### src/rtl/lreq_pkg.sv
package lreq_pkg;
  localparam int unsigned TYPE_W  = 3;
  localparam int unsigned SPEED_W = 3;
  localparam int unsigned ADDR_W  = 4;
  localparam int unsigned DATA_W  = 8;
  localparam int unsigned FRAME_W = 1 + TYPE_W + ADDR_W + DATA_W + 1;
  localparam int unsigned LEN_W   = $clog2(FRAME_W + 1);

  typedef enum logic [TYPE_W-1:0] {
    REQ_IMM   = 3'b000,
    REQ_ISO   = 3'b001,
    REQ_PRI   = 3'b010,
    REQ_FAIR  = 3'b011,
    REQ_RD    = 3'b100,
    REQ_WR    = 3'b101,
    REQ_ACCEL = 3'b110,
    REQ_RSVD  = 3'b111
  } req_kind_e;

  typedef struct packed {
    logic [FRAME_W-1:0] bits;  // bit 0 of the frame sits at the MSB
    logic [LEN_W-1:0]   len;
    logic               ok;
  } frame_t;
endpackage

### src/rtl/lreq_frame_build.sv
module lreq_frame_build
  import lreq_pkg::*;
(
  input  logic [TYPE_W-1:0]  type_i,
  input  logic [SPEED_W-1:0] speed_i,
  input  logic [ADDR_W-1:0]  addr_i,
  input  logic [DATA_W-1:0]  data_i,
  input  logic               accel_i,
  input  logic               short_stop_i,
  output frame_t             frame_o
);
  localparam int unsigned BUS_PAD = FRAME_W - (1 + TYPE_W + SPEED_W + 1);
  localparam int unsigned RD_PAD  = FRAME_W - (1 + TYPE_W + ADDR_W + 1);
  localparam int unsigned ACC_PAD = FRAME_W - (1 + TYPE_W + 1 + 1);

  req_kind_e kind;
  assign kind = req_kind_e'(type_i);

  always_comb begin
    frame_o = '0;
    unique case (kind)
      REQ_IMM, REQ_ISO, REQ_PRI, REQ_FAIR: begin
        frame_o.bits = {1'b1, type_i, speed_i, 1'b0, {BUS_PAD{1'b0}}};
        // stop bit may only be dropped when the last speed bit is 0
        frame_o.len  = (short_stop_i && !speed_i[0]) ? LEN_W'(1 + TYPE_W + SPEED_W)
                                                     : LEN_W'(1 + TYPE_W + SPEED_W + 1);
        frame_o.ok   = 1'b1;
      end
      REQ_RD: begin
        frame_o.bits = {1'b1, type_i, addr_i, 1'b0, {RD_PAD{1'b0}}};
        frame_o.len  = LEN_W'(1 + TYPE_W + ADDR_W + 1);
        frame_o.ok   = 1'b1;
      end
      REQ_WR: begin
        frame_o.bits = {1'b1, type_i, addr_i, data_i, 1'b0};
        frame_o.len  = LEN_W'(FRAME_W);
        frame_o.ok   = 1'b1;
      end
      REQ_ACCEL: begin
        frame_o.bits = {1'b1, type_i, accel_i, 1'b0, {ACC_PAD{1'b0}}};
        frame_o.len  = LEN_W'(1 + TYPE_W + 2);
        frame_o.ok   = 1'b1;
      end
      default: frame_o = '0;
    endcase
  end
endmodule

### src/rtl/lreq_shift.sv
module lreq_shift #(
  parameter int unsigned W  = 17,
  parameter int unsigned CW = $clog2(W + 1)
) (
  input  logic          clk_i,
  input  logic          rst_ni,
  input  logic          load_i,
  input  logic [W-1:0]  frame_i,
  input  logic [CW-1:0] len_i,
  output logic          line_o,
  output logic          busy_o
);
  logic [W-1:0]  sh_q;
  logic [CW-1:0] cnt_q;
  logic          busy_q, line_q;

  always_ff @(posedge clk_i or negedge rst_ni) begin
    if (!rst_ni) begin
      sh_q   <= '0;
      cnt_q  <= '0;
      busy_q <= 1'b0;
      line_q <= 1'b0;
    end else if (load_i) begin
      line_q <= frame_i[W-1];
      sh_q   <= {frame_i[W-2:0], 1'b0};
      cnt_q  <= len_i - CW'(1);
      busy_q <= 1'b1;
    end else if (busy_q) begin
      if (cnt_q == '0) begin
        line_q <= 1'b0;
        busy_q <= 1'b0;
      end else begin
        line_q <= sh_q[W-1];
        sh_q   <= {sh_q[W-2:0], 1'b0};
        cnt_q  <= cnt_q - CW'(1);
      end
    end
  end

  assign line_o = line_q;
  assign busy_o = busy_q;


  idle_line_low_chk: assert property (@(posedge clk_i) disable iff (!rst_ni)
    !busy_q |-> !line_q);

  no_load_when_busy_chk: assert property (@(posedge clk_i) disable iff (!rst_ni)
    load_i |-> !busy_q);

  done_line_low_chk: assert property (@(posedge clk_i) disable iff (!rst_ni)
    $fell(busy_q) |-> !line_q);
endmodule

### src/rtl/lreq_serializer.sv
module lreq_serializer
  import lreq_pkg::*;
(
  input  logic               clk_i,
  input  logic               rst_ni,
  input  logic               cmd_valid_i,
  output logic               cmd_ready_o,
  input  logic [TYPE_W-1:0]  cmd_type_i,
  input  logic [SPEED_W-1:0] cmd_speed_i,
  input  logic [ADDR_W-1:0]  cmd_addr_i,
  input  logic [DATA_W-1:0]  cmd_data_i,
  input  logic               cmd_accel_i,
  input  logic               short_stop_i,
  output logic               req_line_o,
  output logic               cmd_err_o
);
  frame_t frame;
  logic   busy, fire, load, err_q;

  lreq_frame_build u_build (
    .type_i       (cmd_type_i),
    .speed_i      (cmd_speed_i),
    .addr_i       (cmd_addr_i),
    .data_i       (cmd_data_i),
    .accel_i      (cmd_accel_i),
    .short_stop_i (short_stop_i),
    .frame_o      (frame)
  );

  assign cmd_ready_o = !busy;
  assign fire        = cmd_valid_i && cmd_ready_o;
  assign load        = fire && frame.ok;

  lreq_shift #(.W(FRAME_W), .CW(LEN_W)) u_shift (
    .clk_i   (clk_i),
    .rst_ni  (rst_ni),
    .load_i  (load),
    .frame_i (frame.bits),
    .len_i   (frame.len),
    .line_o  (req_line_o),
    .busy_o  (busy)
  );

  always_ff @(posedge clk_i or negedge rst_ni) begin
    if (!rst_ni) err_q <= 1'b0;
    else         err_q <= fire && !frame.ok;
  end
  assign cmd_err_o = err_q;


  start_bit_chk: assert property (@(posedge clk_i) disable iff (!rst_ni)
    (fire && cmd_type_i != REQ_RSVD) |=> req_line_o);

  ready_drop_chk: assert property (@(posedge clk_i) disable iff (!rst_ni)
    (fire && cmd_type_i != REQ_RSVD) |=> !cmd_ready_o);

  rsvd_reject_chk: assert property (@(posedge clk_i) disable iff (!rst_ni)
    (fire && cmd_type_i == REQ_RSVD) |=> (cmd_err_o && !req_line_o && cmd_ready_o));

  err_single_chk: assert property (@(posedge clk_i) disable iff (!rst_ni)
    cmd_err_o |=> !cmd_err_o);

  ready_line_low_chk: assert property (@(posedge clk_i) disable iff (!rst_ni)
    $rose(cmd_ready_o) |-> !req_line_o);
endmodule

### config.mk
export PLATFORM = sky130hd
export DESIGN_NAME = lreq_serializer
export DESIGN_NICKNAME = d
export VERILOG_FILES = /design/src/rtl/lreq_pkg.sv /design/src/rtl/lreq_frame_build.sv /design/src/rtl/lreq_shift.sv /design/src/rtl/lreq_serializer.sv
export SDC_FILE = /design/constraint.sdc
export NUM_CORES = 1
export LEC_CHECK = 0
export BUFFER_PORTS_ARGS = -buffer_cell sky130_fd_sc_hd__buf_2
export CORE_MARGIN = 2
export CORE_UTILIZATION = 35
export CTS_CLUSTER_DIAMETER = 120
export CTS_CLUSTER_SIZE = 14
export DETAILED_ROUTE_END_ITERATION = 8
export SYNTH_ARGS = -nofsm -noshare
export SYNTH_HDL_FRONTEND = slang
export SYNTH_SLANG_ARGS = --single-unit
### constraint.sdc
create_clock -name clk_i -period 4.3 [get_ports clk_i]
set_clock_uncertainty 0.1 [all_clocks]
set_input_delay 0 -clock clk_i [delete_from_list [all_inputs] [get_ports clk_i]]
set_output_delay 0 -clock clk_i [all_outputs]
set_load 0.02 [all_outputs]
# After elaboration in Yosys (flattened, before gate mapping)
# Cells that the tools add are included.
dict set report totals {
  ff_bits 25
  word_cells 40
  input_bits 23
}
dict set report classes {
  n_addsub 2
  n_mux 14
  eq_ne 7
  reduce_logical 12
}
# op n
set op_table {}
lappend op_table {{$pmux 23 s4} 1}
lappend op_table {{$mux 17} 3}
lappend op_table {{$mux 5} 3}
lappend op_table {{$sub 5x1->5 const B} 2}
lappend op_table {{$eq 3x3->1 const B} 3}
lappend op_table {{$eq 3x2->1 const B} 2}
lappend op_table {{$mux 1} 6}
lappend op_table {{$logic_not 5->1} 1}
lappend op_table {{$logic_and 1x1->1} 4}
lappend op_table {{$mux 4} 1}
lappend op_table {{$reduce_or 4->1} 1}
lappend op_table {{$eq 3x1->1 const B} 1}
lappend op_table {{$logic_not 1->1} 3}
lappend op_table {{$logic_not 3->1} 1}
lappend op_table {{$ne 2x2->1 const B} 1}
lappend op_table {{$reduce_and 2->1} 1}
lappend op_table {{$reduce_bool 2->1} 1}

# Longest topological paths before layout
dict set report depth {
  ltp_word 7
  mapped_depth 8
}

# By module
# From an unflattened synthesis, not the netlist that was laid out.
dict set report hier_totals {
  cells_unflattened 154
  area_unflattened_um2 1452.6
}
# mod area_each_um2 cells_each instances
set modules_own_cells {}
lappend modules_own_cells {lreq_shift 1181.1 115 1}
lappend modules_own_cells {lreq_frame_build 226.5 35 1}
lappend modules_own_cells {lreq_serializer 45.0 4 1}

# Worst setup path before layout
# Ideal clock, no wire load.
dict set report synth_path {
  path_kind {flip-flop to flip-flop}
  from {reg u_shift.busy_q, in the netlist u_shift.busy_o}
  to {reg u_shift.cnt_q[4]}
  synth_period_minus_slack_ns 1.828
  path_stages_with_launch 9
  required_time_ns 4.077
  arrival_ns 1.605
  path_slack_ns 2.472
  path_cell_list {dfrtp_1 -> nand2b_1 -> clkbuf_1 -> nand2_1 -> and3_1 -> ha_1 -> o2111ai_1 -> xnor2_1 -> a21oi_1}
}
dict set report synth_via {
  elab_chain_len 5
  elab_cells_between_ends 7
  classes_between {1 x eq/ne; 1 x mux; 5 x reduce/logical}
}
# item line
set synth_rtl {}
lappend synth_rtl {{from (decl)} lreq_shift.sv:15} ;# logic busy_q, line_q;
lappend synth_rtl {{from (signal assigned)} lreq_shift.sv:21} ;# busy_q <= 1'b0;
lappend synth_rtl {{from (signal assigned)} lreq_shift.sv:27} ;# busy_q <= 1'b1;
lappend synth_rtl {{from (signal assigned)} lreq_shift.sv:31} ;# busy_q <= 1'b0;
lappend synth_rtl {{$logic_not 1->1} lreq_serializer.sv:30} ;# assign cmd_ready_o = !busy;
lappend synth_rtl {{$logic_and 1x1->1} lreq_serializer.sv:31} ;# assign fire = cmd_valid_i && cmd_ready_o;
lappend synth_rtl {{$logic_and 1x1->1} lreq_serializer.sv:32} ;# assign load = fire && frame.ok;
lappend synth_rtl {{$ne 2x2->1 (no line) / $reduce_bool 2->1 (equally long branches)} --}
lappend synth_rtl {{$reduce_and 2->1 (no line)} --}
lappend synth_rtl {{to (signal assigned)} lreq_shift.sv:26} ;# cnt_q <= len_i - CW'(1);
lappend synth_rtl {{to (signal assigned)} lreq_shift.sv:35} ;# cnt_q <= cnt_q - CW'(1);
lappend synth_rtl {{to (decl)} lreq_shift.sv:14} ;# logic [CW-1:0] cnt_q;
# Parallel ways exist; a longest one is shown, timed or not.
# A chain may end at the register's enable or synchronous reset.

# Final worst setup path
dict set report layout_path {
  from {reg u_shift.busy_q, in the netlist u_shift.busy_o}
  to {reg u_shift.sh_q[11]}
}
dict set report layout_via {
  elab_chain_len 5
  elab_cells_between_ends 7
  classes_between {1 x eq/ne; 1 x mux; 5 x reduce/logical}
}
# item line
set layout_rtl {}
lappend layout_rtl {{$logic_not 1->1} lreq_serializer.sv:30}
lappend layout_rtl {{$logic_and 1x1->1} lreq_serializer.sv:31}
lappend layout_rtl {{$logic_and 1x1->1} lreq_serializer.sv:32}
lappend layout_rtl {{$ne 2x2->1 (no line) / $reduce_bool 2->1 (equally long branches)} --}
lappend layout_rtl {{$reduce_and 2->1 (no line)} --}
lappend layout_rtl {{to (signal assigned)} lreq_shift.sv:25} ;# sh_q <= {frame_i[W-2:0], 1'b0};
lappend layout_rtl {{to (signal assigned)} lreq_shift.sv:34} ;# sh_q <= {sh_q[W-2:0], 1'b0};
lappend layout_rtl {{to (decl)} lreq_shift.sv:13} ;# logic [W-1:0] sh_q;
# Parallel ways exist; a longest one is shown, timed or not.

==> run summary <==
Dominant delay contributor by cell family on the critical path = simple AND/OR/NAND/NOR gates
Library cells used by synthesis = 38
Start point of the critical path = u_shift.busy_o
IO buf count = 25
Width of the chip = 64.4 um
Register-to-register path setup slack = 1.82 ns
Post-cts sizing count = 0
Final cell area excluding filler cells = 1610 um^2
Final wirelength = 3.04 mm
Floorplan Core Area = 3420 um^2
Critical R2R Launch = u_shift.busy_o
Fraction of layout instances using a drive strength above 1 = 19.0%
Outcome = completed
Type of the worst setup path = register to register
Number of setup buffers added after CTS = 0
Most common cell after layout, fill and taps aside = sky130_fd_sc_hd__buf_2
Pre-CTS setup slack = 2.05 ns
Net count of the finished layout = 204
Top FF cell, synth = sky130_fd_sc_hd__dfrtp_1
Count of flip-flops with a built-in enable after synthesis = 0
Max-slew headroom at the worst pin = 39.1%
Areal power density over the cells = 598 nW/um^2
Critical Path Slowest Stage Cell = sky130_fd_sc_hd__dlygate4sd3_1
Proportion of register bits with asynchronous set or reset after synthesis = 100%
Capture instance of the worst register-to-register path = u_shift.sh_q[11]
TritonCTS clock tree = done
Die area = 4150 um^2
Total via count in the routed design = 1187
Final routed DRC violation total = 0
Initial standard-cell utilization of the core = 37.4%
CTS Buffer Depth = 2
Count of maximum capacitance violations = 0
Class of the tightest hold or removal check = input port to register
Buffers and inverters on the worst path = 1
Clock buffer count from CTS = 3
CTS clk-pin slew, worst paths = 0.13 ns
Final Worst Setup Slack = 1.82 ns
Shortest period the worst path allows = 2.48 ns
Cell chosen for the clock root = sky130_fd_sc_hd__clkbuf_4
Measured slew at the worst slew-check pin = 0.911 ns
DPL Wire Length = 2.14 mm
Violation count after the first detailed-routing iteration = 57
YS warnings = 0
Initial antenna violation count = 0
CP Max Fanout = 14
Lkg Pwr = 0.713 nW
Depth of the most critical reg-to-reg path = 5
Maximum number of pins on one net before global-route repair = 24
# rows = 21
Hold Fails Final Rpt = 0
P&R area growth vs syn = 26.4%
Sequential-to-total area share from yosys stat = 45.1%
Post-synthesis instance area = 1280 um^2
Delay contributed by the slowest stage of the critical path = 0.59 ns
Mean instance size in the synthesized netlist = 9.05 um^2
Post-Synthesis Net Count = 165
Post-route clock period utilization = 57.6%
N_diodes = 0
Antenna viol nets, final = 0
Gate count of the mapped netlist = 141
Hold endpoint = u_shift.sh_q[15]
Y dimension of the die = 64.4 um
Post-cts hold buffer count = 17
Crit-path cells = nor2b_1, nand2_1, a221oi_1, dlygate4sd3_1, a21oi_1
Worst skew pair latency = 0.31 ns
Pre-antenna DRT Iters = 4
Vias in the first global route = 1131
Routed length per placed instance = 13.5 um
Vias/cell = 5.28
First-pass GRT wire length = 5.20 mm
Overall overflow remaining after global route = 0
Final GP Congestion = 0.818
RSZ-0062 raised after global routing = no
Required time at the endpoint of the critical path = 4.40 ns
Number of filler instances in the final layout = 345
Post-route setup TNS = 0 ns
CP arrival = 2.58 ns
Most frequent cells in the layout = sky130_fd_sc_hd__buf_2 (25), sky130_fd_sc_hd__dfrtp_1 (23), sky130_fd_sc_hd__dlygate4sd3_1 (17)
Worst hold path depth = 3
Total I/O pin count = 26
Worst Setup End Kind = register
Sort of element at the start of the critical path = register
Final count of negative-setup-slack endpoints = 0
Overall fraction of global-route tracks in use = 16.2%
Placed instance area = 1420 um^2
Sink Count = 23
Timing-limited maximum frequency = 403 MHz
Synthesis-stage register bit count = 23
Final Max Tran Viols = 0
VDD IR-drop max = 0.300 mV
Depth of the CTS H-tree = 1
Launch point of the worst hold path = cmd_valid_i
[stage by stage]
step / instances / hold WS, ns / power [W] / util [%]
2_1_floorplan: 141 / -0.396 / 0.000759 / -
3_5_place_dp: 204 / -0.0920 / 0.000855 / 41.4
6_report: 225 / 0.0120 / 0.000964 / 47.2
5_1_grt: 225 / 0.00936 / 0.00106 / 47.2
3_3_place_gp: 204 / -0.0930 / 0.000840 / 41.4
4_1_cts: 225 / 0.00137 / 0.000974 / 47.2
[how the worst max path moves through the flow]
stage / to / slack [ns] / cells past startpoint
after floorplan: u_shift.cnt_q[4] / 2.47 / 8
after CTS: u_shift.sh_q[11] / 1.83 / 5
final: u_shift.sh_q[11] / 1.82 / 5
after global routing: u_shift.sh_q[12] / 1.55 / 5
after detailed placement: u_shift.cnt_q[0] / 2.05 / 5
after global placement: u_shift.cnt_q[0] / 2.10 / 5
[cell usage after synthesis (2+ instances only)]
cell type	n	area (um^2)
sky130_fd_sc_hd__dfrtp_1	23	576
sky130_fd_sc_hd__a21oi_1	16	80.1
sky130_fd_sc_hd__nand2_1	16	60.1
sky130_fd_sc_hd__nor2_1	16	60.1
sky130_fd_sc_hd__o21ai_0	13	65.1
sky130_fd_sc_hd__mux2i_1	5	50.1
sky130_fd_sc_hd__clkbuf_1	4	15.0
sky130_fd_sc_hd__inv_1	4	15.0
sky130_fd_sc_hd__nand2b_1	4	25.0
sky130_fd_sc_hd__a221oi_1	3	26.3
sky130_fd_sc_hd__nand3_1	3	15.0
sky130_fd_sc_hd__and2_1	2	12.5
sky130_fd_sc_hd__and3_1	2	12.5
sky130_fd_sc_hd__clkbuf_2	2	10.0
sky130_fd_sc_hd__nor3b_1	2	15.0
sky130_fd_sc_hd__o2111ai_1	2	17.5
sky130_fd_sc_hd__o221ai_1	2	17.5
sky130_fd_sc_hd__xnor2_1	2	17.5
[cells by family (layout without fill, tap and decap cells)]
logic type,count (synthesis),after routing,synth area share (%)
AOI/OAI and AO/OA,45,45,23.4
xor gates and xnor gates,3,3,2.06
adders and majority gates,1,1,0.980
buffers and inverters,13,51,5.10
DFF,23,23,45.1
muxes,5,5,3.92
and+or+nand+nor,51,51,19.4
[report_power, final]
part | internal [W] | leakage [nW] | switching [W] | total (W)
Clock | 0.0000348 | 0.0177 | 0.0000681 | 0.000103
Sequential | 0.000322 | 0.275 | 0.0000776 | 0.000400
Combinational | 0.000210 | 0.420 | 0.000252 | 0.000461
Total | 0.000567 | 0.713 | 0.000397 | 0.000964
[layer usage]
layer	vias to the layer above	GRT usage, %	share of wire [%]
met5	-	0	0
li1	578	-	-
met1	564	21.7	44
met4	0	6.38	1.3
met3	5	2.64	5.4
met2	40	26.2	49
[tightest hold or removal path, delay by kind of cell]
family / cells / cell delay [ns]
buf+inv: 1 / 0.12
compound gates: 1 / 0.12
simple gates: 1 / 0.16
[cell type report]
type | count | area (um^2) | share of cell area, %
flip-flops and latches | 23 | 576 | 35.7
clock inverters | 1 | 5.00 | 0.310
well taps | 46 | 57.6 | 3.57
multi-input cells | 105 | 636 | 39.4
repair buffers | 42 | 295 | 18.3
inverters | 5 | 21.3 | 1.32
clock buffers | 3 | 22.5 | 1.40
[state kept, by name (all words and copies together), names as in the netlist]
signal and flops:
cmd_err_o 1, u_shift.busy_o 1, u_shift.sh_q 15, u_shift.cnt_q 5, u_shift.line_o 1
(Power assumes the default switching activity.)
